===== src/rtl/i2c_tgen_pkg.sv =====
// Shared types for the I2C bus timing generator.
// Assumes op codes 5..7 are never meant to be accepted.
package i2c_tgen_pkg;

    // Bit-level operations a sequencer may request.
    typedef enum logic [2:0] {
        OP_START  = 3'd0,
        OP_RSTART = 3'd1,
        OP_STOP   = 3'd2,
        OP_WRITE  = 3'd3,
        OP_READ   = 3'd4
    } bus_op_e;

    // Bus phases; each busy phase is timed by one count.
    typedef enum logic [3:0] {
        PH_IDLE,      // bus free, both lines released
        PH_PARK,      // transaction open, SCL held low, waiting
        PH_S_HOLD,    // START: SDA low, SCL high
        PH_R_LOW,     // repeated START: SDA released, SCL low
        PH_R_SETUP,   // repeated START: both released
        PH_R_HOLD,    // repeated START: SDA low, SCL high
        PH_P_LOW,     // STOP: SDA low, SCL low
        PH_P_SETUP,   // STOP: SDA low, SCL high
        PH_B_LOW,     // data bit: SCL low, SDA set
        PH_B_HIGH     // data bit: SCL high, SDA stable
    } phase_e;

endpackage


===== src/rtl/i2c_tgen_sel.sv =====
// Selects the tick count that times the current phase and decides
// whether the phase timer may run. Clock-count phases stop when
// either SCL count is zero. Purely combinational.
module i2c_tgen_sel
    import i2c_tgen_pkg::*;
#(
    parameter int CW = 7,
    parameter int SW = 8,
    parameter int LW = 8
) (
    input  phase_e          phase_i,
    input  logic [CW-1:0]   scl_high_i,
    input  logic [CW-1:0]   scl_low_i,
    input  logic [SW-1:0]   start_hold_i,
    input  logic [SW-1:0]   rstart_setup_i,
    input  logic [SW-1:0]   stop_setup_i,
    output logic [LW-1:0]   limit_o,
    output logic            run_o
);

    logic clk_ok;

    // SCL toggles only while both clock counts are nonzero.
    assign clk_ok = (scl_high_i != '0) && (scl_low_i != '0);

    // Map phase to its count and run permission.
    always_comb begin
        limit_o = '0;
        run_o   = 1'b0;
        case (phase_i)
            PH_S_HOLD, PH_R_HOLD: begin
                limit_o = LW'(start_hold_i);
                run_o   = 1'b1;
            end
            PH_R_SETUP: begin
                limit_o = LW'(rstart_setup_i);
                run_o   = 1'b1;
            end
            PH_P_SETUP: begin
                limit_o = LW'(stop_setup_i);
                run_o   = 1'b1;
            end
            PH_R_LOW, PH_P_LOW, PH_B_LOW: begin
                limit_o = LW'(scl_low_i);
                run_o   = clk_ok;
            end
            PH_B_HIGH: begin
                limit_o = LW'(scl_high_i);
                run_o   = clk_ok;
            end
            default: begin
                limit_o = '0;
                run_o   = 1'b0;
            end
        endcase
    end

endmodule


===== src/rtl/i2c_tgen_timer.sv =====
// Phase timer: counts reference ticks elapsed in the current phase.
// A limit of zero is treated as one tick. Flags the final tick and
// the tick at index floor(limit/2). Assumes the limit is steady
// while running.
module i2c_tgen_timer #(
    parameter int LW = 8
) (
    input  logic          clk,
    input  logic          rst_n,
    input  logic          clear_i,
    input  logic          tick_i,
    input  logic          run_i,
    input  logic [LW-1:0] limit_i,
    output logic          expire_o,
    output logic          mid_o
);

    logic [LW-1:0] cnt_q;
    logic [LW-1:0] lim_eff;

    // Zero-length phases still last one tick.
    assign lim_eff  = (limit_i == '0) ? LW'(1) : limit_i;
    assign expire_o = tick_i && run_i && (cnt_q >= (lim_eff - LW'(1)));
    assign mid_o    = tick_i && run_i && (cnt_q == (lim_eff >> 1));

    // Elapsed-tick counter, cleared at every phase boundary.
    always_ff @(posedge clk) begin
        if (!rst_n) begin
            cnt_q <= '0;
        end else if (clear_i) begin
            cnt_q <= '0;
        end else if (tick_i && run_i) begin
            cnt_q <= cnt_q + LW'(1);
        end
    end

    // A running phase never counts past its own length.
    assert_cnt_in_window_R3: assert property (@(posedge clk) disable iff (!rst_n)
        run_i |-> (cnt_q < lim_eff));

    // A zero-length phase ends on its first tick.
    assert_zero_len_one_tick_R8: assert property (@(posedge clk) disable iff (!rst_n)
        (tick_i && run_i && (limit_i == '0)) |-> expire_o);

endmodule


===== src/rtl/i2c_tgen_seq.sv =====
// Bus sequencer: accepts one bit-level request while not busy, walks
// the phases of that operation and drives the open-drain enables.
// All bus enables are registered and change on phase boundaries only.
// Assumes START is requested only from idle, others only while parked.
module i2c_tgen_seq
    import i2c_tgen_pkg::*;
(
    input  logic       clk,
    input  logic       rst_n,
    input  logic       req_valid_i,
    input  logic [2:0] req_op_i,
    input  logic       req_bit_i,
    input  logic       sda_in_i,
    input  logic       expire_i,
    input  logic       mid_i,
    input  logic       run_i,
    output phase_e     phase_o,
    output logic       accept_o,
    output logic       busy_o,
    output logic       done_o,
    output logic       rx_bit_o,
    output logic       scl_low_o,
    output logic       sda_low_o
);

    phase_e  ph_q;
    bus_op_e op_q;
    logic    scl_low_q;
    logic    sda_low_q;
    logic    done_q;
    logic    rx_q;
    logic    open_slot;

    // Requests land only in the two waiting phases.
    assign open_slot = (ph_q == PH_IDLE) || (ph_q == PH_PARK);
    assign accept_o  = req_valid_i && open_slot && (req_op_i <= 3'd4);
    assign busy_o    = !open_slot;
    assign phase_o   = ph_q;
    assign done_o    = done_q;
    assign rx_bit_o  = rx_q;
    assign scl_low_o = scl_low_q;
    assign sda_low_o = sda_low_q;

    // Phase walk and line drive for every operation.
    always_ff @(posedge clk) begin
        if (!rst_n) begin
            ph_q      <= PH_IDLE;
            op_q      <= OP_START;
            scl_low_q <= 1'b0;
            sda_low_q <= 1'b0;
            done_q    <= 1'b0;
            rx_q      <= 1'b1;
        end else begin
            done_q <= 1'b0;
            case (ph_q)
                PH_IDLE, PH_PARK: begin
                    if (accept_o) begin
                        op_q <= bus_op_e'(req_op_i);
                        case (bus_op_e'(req_op_i))
                            OP_START: begin
                                ph_q      <= PH_S_HOLD;
                                sda_low_q <= 1'b1;
                            end
                            OP_RSTART: begin
                                ph_q      <= PH_R_LOW;
                                sda_low_q <= 1'b0;
                            end
                            OP_STOP: begin
                                ph_q      <= PH_P_LOW;
                                sda_low_q <= 1'b1;
                            end
                            OP_WRITE: begin
                                ph_q      <= PH_B_LOW;
                                sda_low_q <= !req_bit_i;
                            end
                            OP_READ: begin
                                ph_q      <= PH_B_LOW;
                                sda_low_q <= 1'b0;
                            end
                            default: ph_q <= ph_q;
                        endcase
                    end
                end
                PH_S_HOLD, PH_R_HOLD: begin
                    if (expire_i) begin
                        scl_low_q <= 1'b1;
                        ph_q      <= PH_PARK;
                        done_q    <= 1'b1;
                    end
                end
                PH_R_LOW: begin
                    if (expire_i) begin
                        scl_low_q <= 1'b0;
                        ph_q      <= PH_R_SETUP;
                    end
                end
                PH_R_SETUP: begin
                    if (expire_i) begin
                        sda_low_q <= 1'b1;
                        ph_q      <= PH_R_HOLD;
                    end
                end
                PH_P_LOW: begin
                    if (expire_i) begin
                        scl_low_q <= 1'b0;
                        ph_q      <= PH_P_SETUP;
                    end
                end
                PH_P_SETUP: begin
                    if (expire_i) begin
                        sda_low_q <= 1'b0;
                        ph_q      <= PH_IDLE;
                        done_q    <= 1'b1;
                    end
                end
                PH_B_LOW: begin
                    if (expire_i) begin
                        scl_low_q <= 1'b0;
                        ph_q      <= PH_B_HIGH;
                    end
                end
                PH_B_HIGH: begin
                    if (mid_i && (op_q == OP_READ)) begin
                        rx_q <= sda_in_i;
                    end
                    if (expire_i) begin
                        scl_low_q <= 1'b1;
                        ph_q      <= PH_PARK;
                        done_q    <= 1'b1;
                    end
                end
                default: ph_q <= PH_IDLE;
            endcase
        end
    end

    // SDA moves under a released SCL only for bus conditions.
    assert_sda_still_in_bit_R3: assert property (@(posedge clk) disable iff (!rst_n)
        (!scl_low_q && !$past(scl_low_q) && !$stable(sda_low_q))
            |-> (op_q == OP_START || op_q == OP_RSTART || op_q == OP_STOP));

    // Completion strobe never lasts beyond one cycle.
    assert_done_single_R10: assert property (@(posedge clk) disable iff (!rst_n)
        done_q |=> !done_q);

    // A halted clock phase leaves SCL where it is.
    assert_halt_holds_scl_R7: assert property (@(posedge clk) disable iff (!rst_n)
        (busy_o && !run_i) |=> $stable(scl_low_q));

    // Input rule: START only on a free bus.
    assert_start_from_idle_R9: assert property (@(posedge clk) disable iff (!rst_n)
        (req_valid_i && ph_q == PH_IDLE) |-> (req_op_i == 3'd0));

    // Input rule: no second START inside an open transaction.
    assert_no_start_in_park_R9: assert property (@(posedge clk) disable iff (!rst_n)
        (req_valid_i && ph_q == PH_PARK) |-> (req_op_i != 3'd0));

    // After a STOP completes the bus is fully released.
    assert_stop_releases_R6: assert property (@(posedge clk) disable iff (!rst_n)
        (done_q && ph_q == PH_IDLE) |-> (!scl_low_q && !sda_low_q));

endmodule


===== src/rtl/i2c_timing_gen.sv =====
// I2C bus timing generator top: joins count selection, the phase
// timer and the sequencer. Open-drain lines appear as drive-low
// enables. Assumes tick_i is a single-cycle enable.
module i2c_timing_gen
    import i2c_tgen_pkg::*;
#(
    parameter int CW = 7,
    parameter int SW = 8
) (
    input  logic          clk,
    input  logic          rst_n,
    input  logic          tick_i,
    input  logic [CW-1:0] cfg_scl_high_i,
    input  logic [CW-1:0] cfg_scl_low_i,
    input  logic [SW-1:0] cfg_start_hold_i,
    input  logic [SW-1:0] cfg_rstart_setup_i,
    input  logic [SW-1:0] cfg_stop_setup_i,
    input  logic          req_valid_i,
    input  logic [2:0]    req_op_i,
    input  logic          req_bit_i,
    input  logic          sda_in_i,
    output logic          busy_o,
    output logic          done_o,
    output logic          rx_bit_o,
    output logic          scl_drive_low_o,
    output logic          sda_drive_low_o
);

    localparam int LW = (CW > SW) ? CW : SW;

    phase_e        phase;
    logic [LW-1:0] limit;
    logic          run;
    logic          expire;
    logic          mid;
    logic          accept;
    logic          clear;

    // Timer restarts on every accepted request and phase end.
    assign clear = accept || expire;

    i2c_tgen_sel #(.CW(CW), .SW(SW), .LW(LW)) u_sel (
        .phase_i        (phase),
        .scl_high_i     (cfg_scl_high_i),
        .scl_low_i      (cfg_scl_low_i),
        .start_hold_i   (cfg_start_hold_i),
        .rstart_setup_i (cfg_rstart_setup_i),
        .stop_setup_i   (cfg_stop_setup_i),
        .limit_o        (limit),
        .run_o          (run)
    );

    i2c_tgen_timer #(.LW(LW)) u_timer (
        .clk      (clk),
        .rst_n    (rst_n),
        .clear_i  (clear),
        .tick_i   (tick_i),
        .run_i    (run),
        .limit_i  (limit),
        .expire_o (expire),
        .mid_o    (mid)
    );

    i2c_tgen_seq u_seq (
        .clk         (clk),
        .rst_n       (rst_n),
        .req_valid_i (req_valid_i),
        .req_op_i    (req_op_i),
        .req_bit_i   (req_bit_i),
        .sda_in_i    (sda_in_i),
        .expire_i    (expire),
        .mid_i       (mid),
        .run_i       (run),
        .phase_o     (phase),
        .accept_o    (accept),
        .busy_o      (busy_o),
        .done_o      (done_o),
        .rx_bit_o    (rx_bit_o),
        .scl_low_o   (scl_drive_low_o),
        .sda_low_o   (sda_drive_low_o)
    );

endmodule


===== config.mk =====
export PLATFORM = sky130hd
export DESIGN_NAME = i2c_timing_gen
export DESIGN_NICKNAME = d
export VERILOG_FILES = /design/src/rtl/i2c_tgen_pkg.sv /design/src/rtl/i2c_tgen_sel.sv /design/src/rtl/i2c_tgen_timer.sv /design/src/rtl/i2c_tgen_seq.sv /design/src/rtl/i2c_timing_gen.sv
export SDC_FILE = /design/constraint.sdc
export NUM_CORES = 1
export LEC_CHECK = 0
export BUFFER_PORTS_ARGS = -buffer_cell sky130_fd_sc_hd__buf_2
export CORE_MARGIN = 3
export CORE_UTILIZATION = 49
export CTS_CLUSTER_DIAMETER = 150
export DETAILED_ROUTE_END_ITERATION = 8
export PLACE_DENSITY = 0.85
export SLEW_MARGIN = 20
export SYNTH_ARGS = -nofsm -noshare
export SYNTH_HDL_FRONTEND = slang
export SYNTH_SLANG_ARGS = --single-unit

===== constraint.sdc =====
create_clock -name clk -period 4 [get_ports clk]
set_clock_uncertainty 0.15 [all_clocks]
set_input_delay 0.2 -clock clk [delete_from_list [all_inputs] [get_ports clk]]
set_output_delay 0.2 -clock clk [all_outputs]
set_load 0.01 [all_outputs]

==> results.rst <==
.. list-table::
   :header-rows: 1

   * - Metric
     - Value
   * - Outcome
     - complete, but fails checks
   * - Failing checks
     - negative setup slack
   * - Leading cell types in the layout, fill and taps excluded
     - buf_2, buf_4, nand2_1
   * - Number of global-route vias before repair
     - 2386
   * - Die width
     - 72.3 um
   * - Sum of net half-perimeters after detailed placement
     - 5.10 mm
   * - Fraction of power consumed by sequential logic
     - 23.6%
   * - Number of vias per cell
     - 6.50
   * - Largest net degree at the start of global routing
     - 16
   * - Routed wire per std cell
     - 19.4 um
   * - Share of flip-flops with an asynchronous set or reset
     - 0%
   * - Setup TNS
     - -1.18 ns
   * - Number of buffers on the longest clock path
     - 2
   * - CP Data Required Time
     - 4.05 ns
   * - Prevailing post-synth register cell
     - dfxtp_1
   * - Int Pwr
     - 523 uW
   * - Worst setup SP type
     - flip-flop
   * - Synthesized area divided by synthesized cell count
     - 7.75 um2
   * - Number of failing setup endpoints in the final timing report
     - 13
   * - PortBufs
     - 51
   * - Shortest period the worst path allows
     - 4.12 ns
   * - Number of levels the H-tree was split into
     - 1
   * - Share of synthesized cell area in full adder, half adder and majority cells
     - 5.80%
   * - Class of the most critical hold timing path
     - in -> reg
   * - Number of diodes
     - 0
   * - Post-layout net count
     - 420
   * - Drc violations
     - 0
   * - Clock power frac
     - 15.1%
   * - Max FO, Critical Path
     - 8
   * - Power share of the combinational group
     - 61.3%
   * - DRT Wirelength
     - 8.00 mm
   * - Number of flops mapped to enable cells by yosys
     - 0
   * - Power per unit of standard cell area
     - 302 mW/mm2
   * - Power spent charging and discharging nets
     - 367 uW
   * - Net Count, Synth
     - 335
   * - Clock tree from TritonCTS
     - yes
   * - Synthesized cell area
     - 0.00216 mm2
   * - Residual overflow from global routing
     - 0
   * - Most common library cell in the layout ignoring fill and taps
     - buf_2
   * - # placed instances
     - 392
   * - Period Utilization, post-route
     - 103%
   * - RSZ-0062 raised after global routing
     - true
   * - Leakage power summed over all cells
     - 0.00128 uW
   * - Synth-to-Final Area Change
     - 36.6%
   * - Worst slew pin tran
     - 0.617 ns
   * - Number of detailed-routing iterations run before antenna repair
     - 7
   * - Share of cells above drive strength 1
     - 41.7%
   * - Root Buffer
     - clkbuf_8
   * - Synthesized netlist cell count
     - 278
   * - Core Footprint
     - 0.00412 mm2
   * - Max Cap Viol
     - 0
   * - Final std cells w/o fill
     - 412
   * - Latest clock arrival within the worst-skew pair
     - 0.26 ns
   * - TritonCTS buffer count
     - 3
   * - Maximum frequency from static timing analysis
     - 0.243 GHz
   * - Weighted congestion reported at the end of routability-driven placement
     - 1.01
   * - Placement-stage cell area
     - 0.00259 mm2
   * - Flip-flop and latch count after synthesis
     - 19
   * - Count of final max-slew check failures
     - 0
   * - Sw frac
     - 41.2%
   * - Critical path endpoint category
     - flip-flop
   * - Global-route wire length before repair
     - 10.8 mm
   * - Arrival time worst endpoint
     - 4.17 ns
   * - Iteration-0 DRC Markers
     - 350
   * - Antenna violations before repair
     - 0
   * - Simple-gate share of the synthesized area
     - 34.9%
   * - Row cnt
     - 23
   * - Synth Area in Compound Gates
     - 23.1%
   * - Rel. slew slack
     - 58.9%
   * - Overall die area
     - 0.00523 mm2
   * - Final worst slack
     - -0.121 ns
   * - Clk sink count
     - 19
   * - Total of warnings raised by yosys
     - 0
   * - Hold violation count in the final report
     - 0
   * - Starting utilization of the core area
     - 52.4%
   * - IR Drop Worst-Case VDD
     - 0.000155 V
   * - Portion of the post-synthesis area used by sequential elements
     - 17.6%
   * - Number of buffers added to fix hold violations after cts
     - 0
   * - Overall via count from detail_route
     - 2680
   * - Core occupancy in the finished layout
     - 71.5%
   * - Dominant combinational cell family by area after synthesis
     - simple AND/OR/NAND/NOR gates
   * - Setup Slack @ Placement
     - -0.142 ns
   * - Number of distinct library cells after synthesis
     - 69
   * - Final ANT Viol Nets
     - 0
   * - Category of the critical setup timing path
     - reg -> reg
   * - Total routing resource utilization after global routing
     - 25.3%
   * - Boundary pin count
     - 52
   * - Chip Height
     - 72.3 um
   * - Post-synthesis mux area share
     - 6.73%
   * - Total non-filler cell area in the finished layout
     - 0.00294 mm2
   * - CTS clock-pin slew for the worst setup and hold paths
     - 0.07 ns
   * - Xor/xnor cell area share of the yosys netlist
     - 6.09%
[worst max-delay path: stages, from the launching register on]
cell	delay (ns)
dfxtp_4	0.36
buf_6	0.12
and2_4	0.15
a32o_2	0.28
nor4b_4	0.32
nand4_1	0.19
or2_1	0.30
nor3_2	0.18
nor2_2	0.08
ha_2	0.21
buf_6	0.12
xor2_2	0.14
ha_1	0.33
a21oi_2	0.25
nor3_4	0.08
buf_6	0.13
o21ai_4	0.24
buf_6	0.16
nand3_4	0.15
nor2_1	0.14
[sequential cells by signal (all words and copies together) (netlist names)]
register,flops
u_seq.op_q,3
u_seq.sda_low_o,1
u_seq.done_o,1
u_seq.rx_bit_o,1
u_seq.scl_low_o,1
u_seq.phase_o,4
u_timer.cnt_q,8
[per-stage QoR]
stage,total power [uW],hold slack [ns]
after floorplan,458,0.202
after global placement,566,0.312
after detailed placement,577,0.328
after CTS,748,0.0624
after global routing,935,0.0616
final,890,0.0707
[metal layers]
metal  share of wire [%]  GRT usage, %  vias up
met4                 4.7          10.0        0
li1                    -             -     1203
met5                   0             0        -
met1                  40          33.2     1220
met3                  10          3.32       47
met2                  45          41.9      210
[layout make-up]
type	count	area (um2)
well taps	50	62.6
clock inverters	1	5.00
repair buffers	96	616
flip-flops and latches	19	395
clock buffers	3	41.3
inverters	7	26.3
multi-input cells	236	1800
fillers	288	1170
[path summary, 6_finish.rpt]
check                   startpoint                to  slack, ns  depth (start not counted)
setup reg to reg  u_seq.phase_o[0]  u_timer.cnt_q[3]      -0.12                         19
hold / removal            sda_in_i    u_seq.rx_bit_o       0.07                          3
setup / recovery  u_seq.phase_o[0]  u_timer.cnt_q[3]      -0.12                         19
hold reg to reg      u_seq.op_q[2]     u_seq.op_q[2]       0.37                          2
[logic make-up after synthesis]
logic type,count (synthesis)
XOR/XNOR,15
buffers and inverters,23
multiplexers,14
AND/OR/NAND/NOR,126
flip-flops,19
AO/OA/AOI/OAI,71
adder cells (fa/ha/maj),10
[power groups by stage]
stage	combinational (uW)	clock (uW)	sequential (uW)
final	546	134	210
after CTS	404	134	209
after global placement	352	0	214
after detailed placement	363	0	214
after floorplan	251	0	207
after global routing	577	146	211
[cells in the mapped netlist, types with 3 or more instances]
library cell	count	share of area [%]
nor2_1	26	4.5
nand2_1	23	4.0
dfxtp_1	19	18
a21oi_1	17	3.9
nand3_1	15	3.5
o21ai_0	13	3.0
xor2_1	11	4.5
ha_1	10	5.8
mux2i_1	10	4.6
nor2b_1	9	2.6
clkbuf_1	8	1.4
inv_1	7	1.2
nand4_1	6	1.7
and3_1	5	1.5
nor3_1	5	1.2
nor3b_1	5	1.7
a21o_1	4	1.4
a22oi_1	4	1.4
mux2_2	4	2.1
nand2b_1	4	1.2
xnor2_1	4	1.6
and2_1	3	0.87
and3b_1	3	1.2
buf_4	3	1.0
buf_6	3	1.6
nor4_1	3	0.87
o21ai_1	3	0.70
[what timing repair did]
item                       in CTS  in global routing
setup endpoints to repair      14                 15
pin swaps                      18                 26
resized for setup              14                 34
setup buffers                   9                  8
Note: power is estimated with default switching activity, not from simulation.
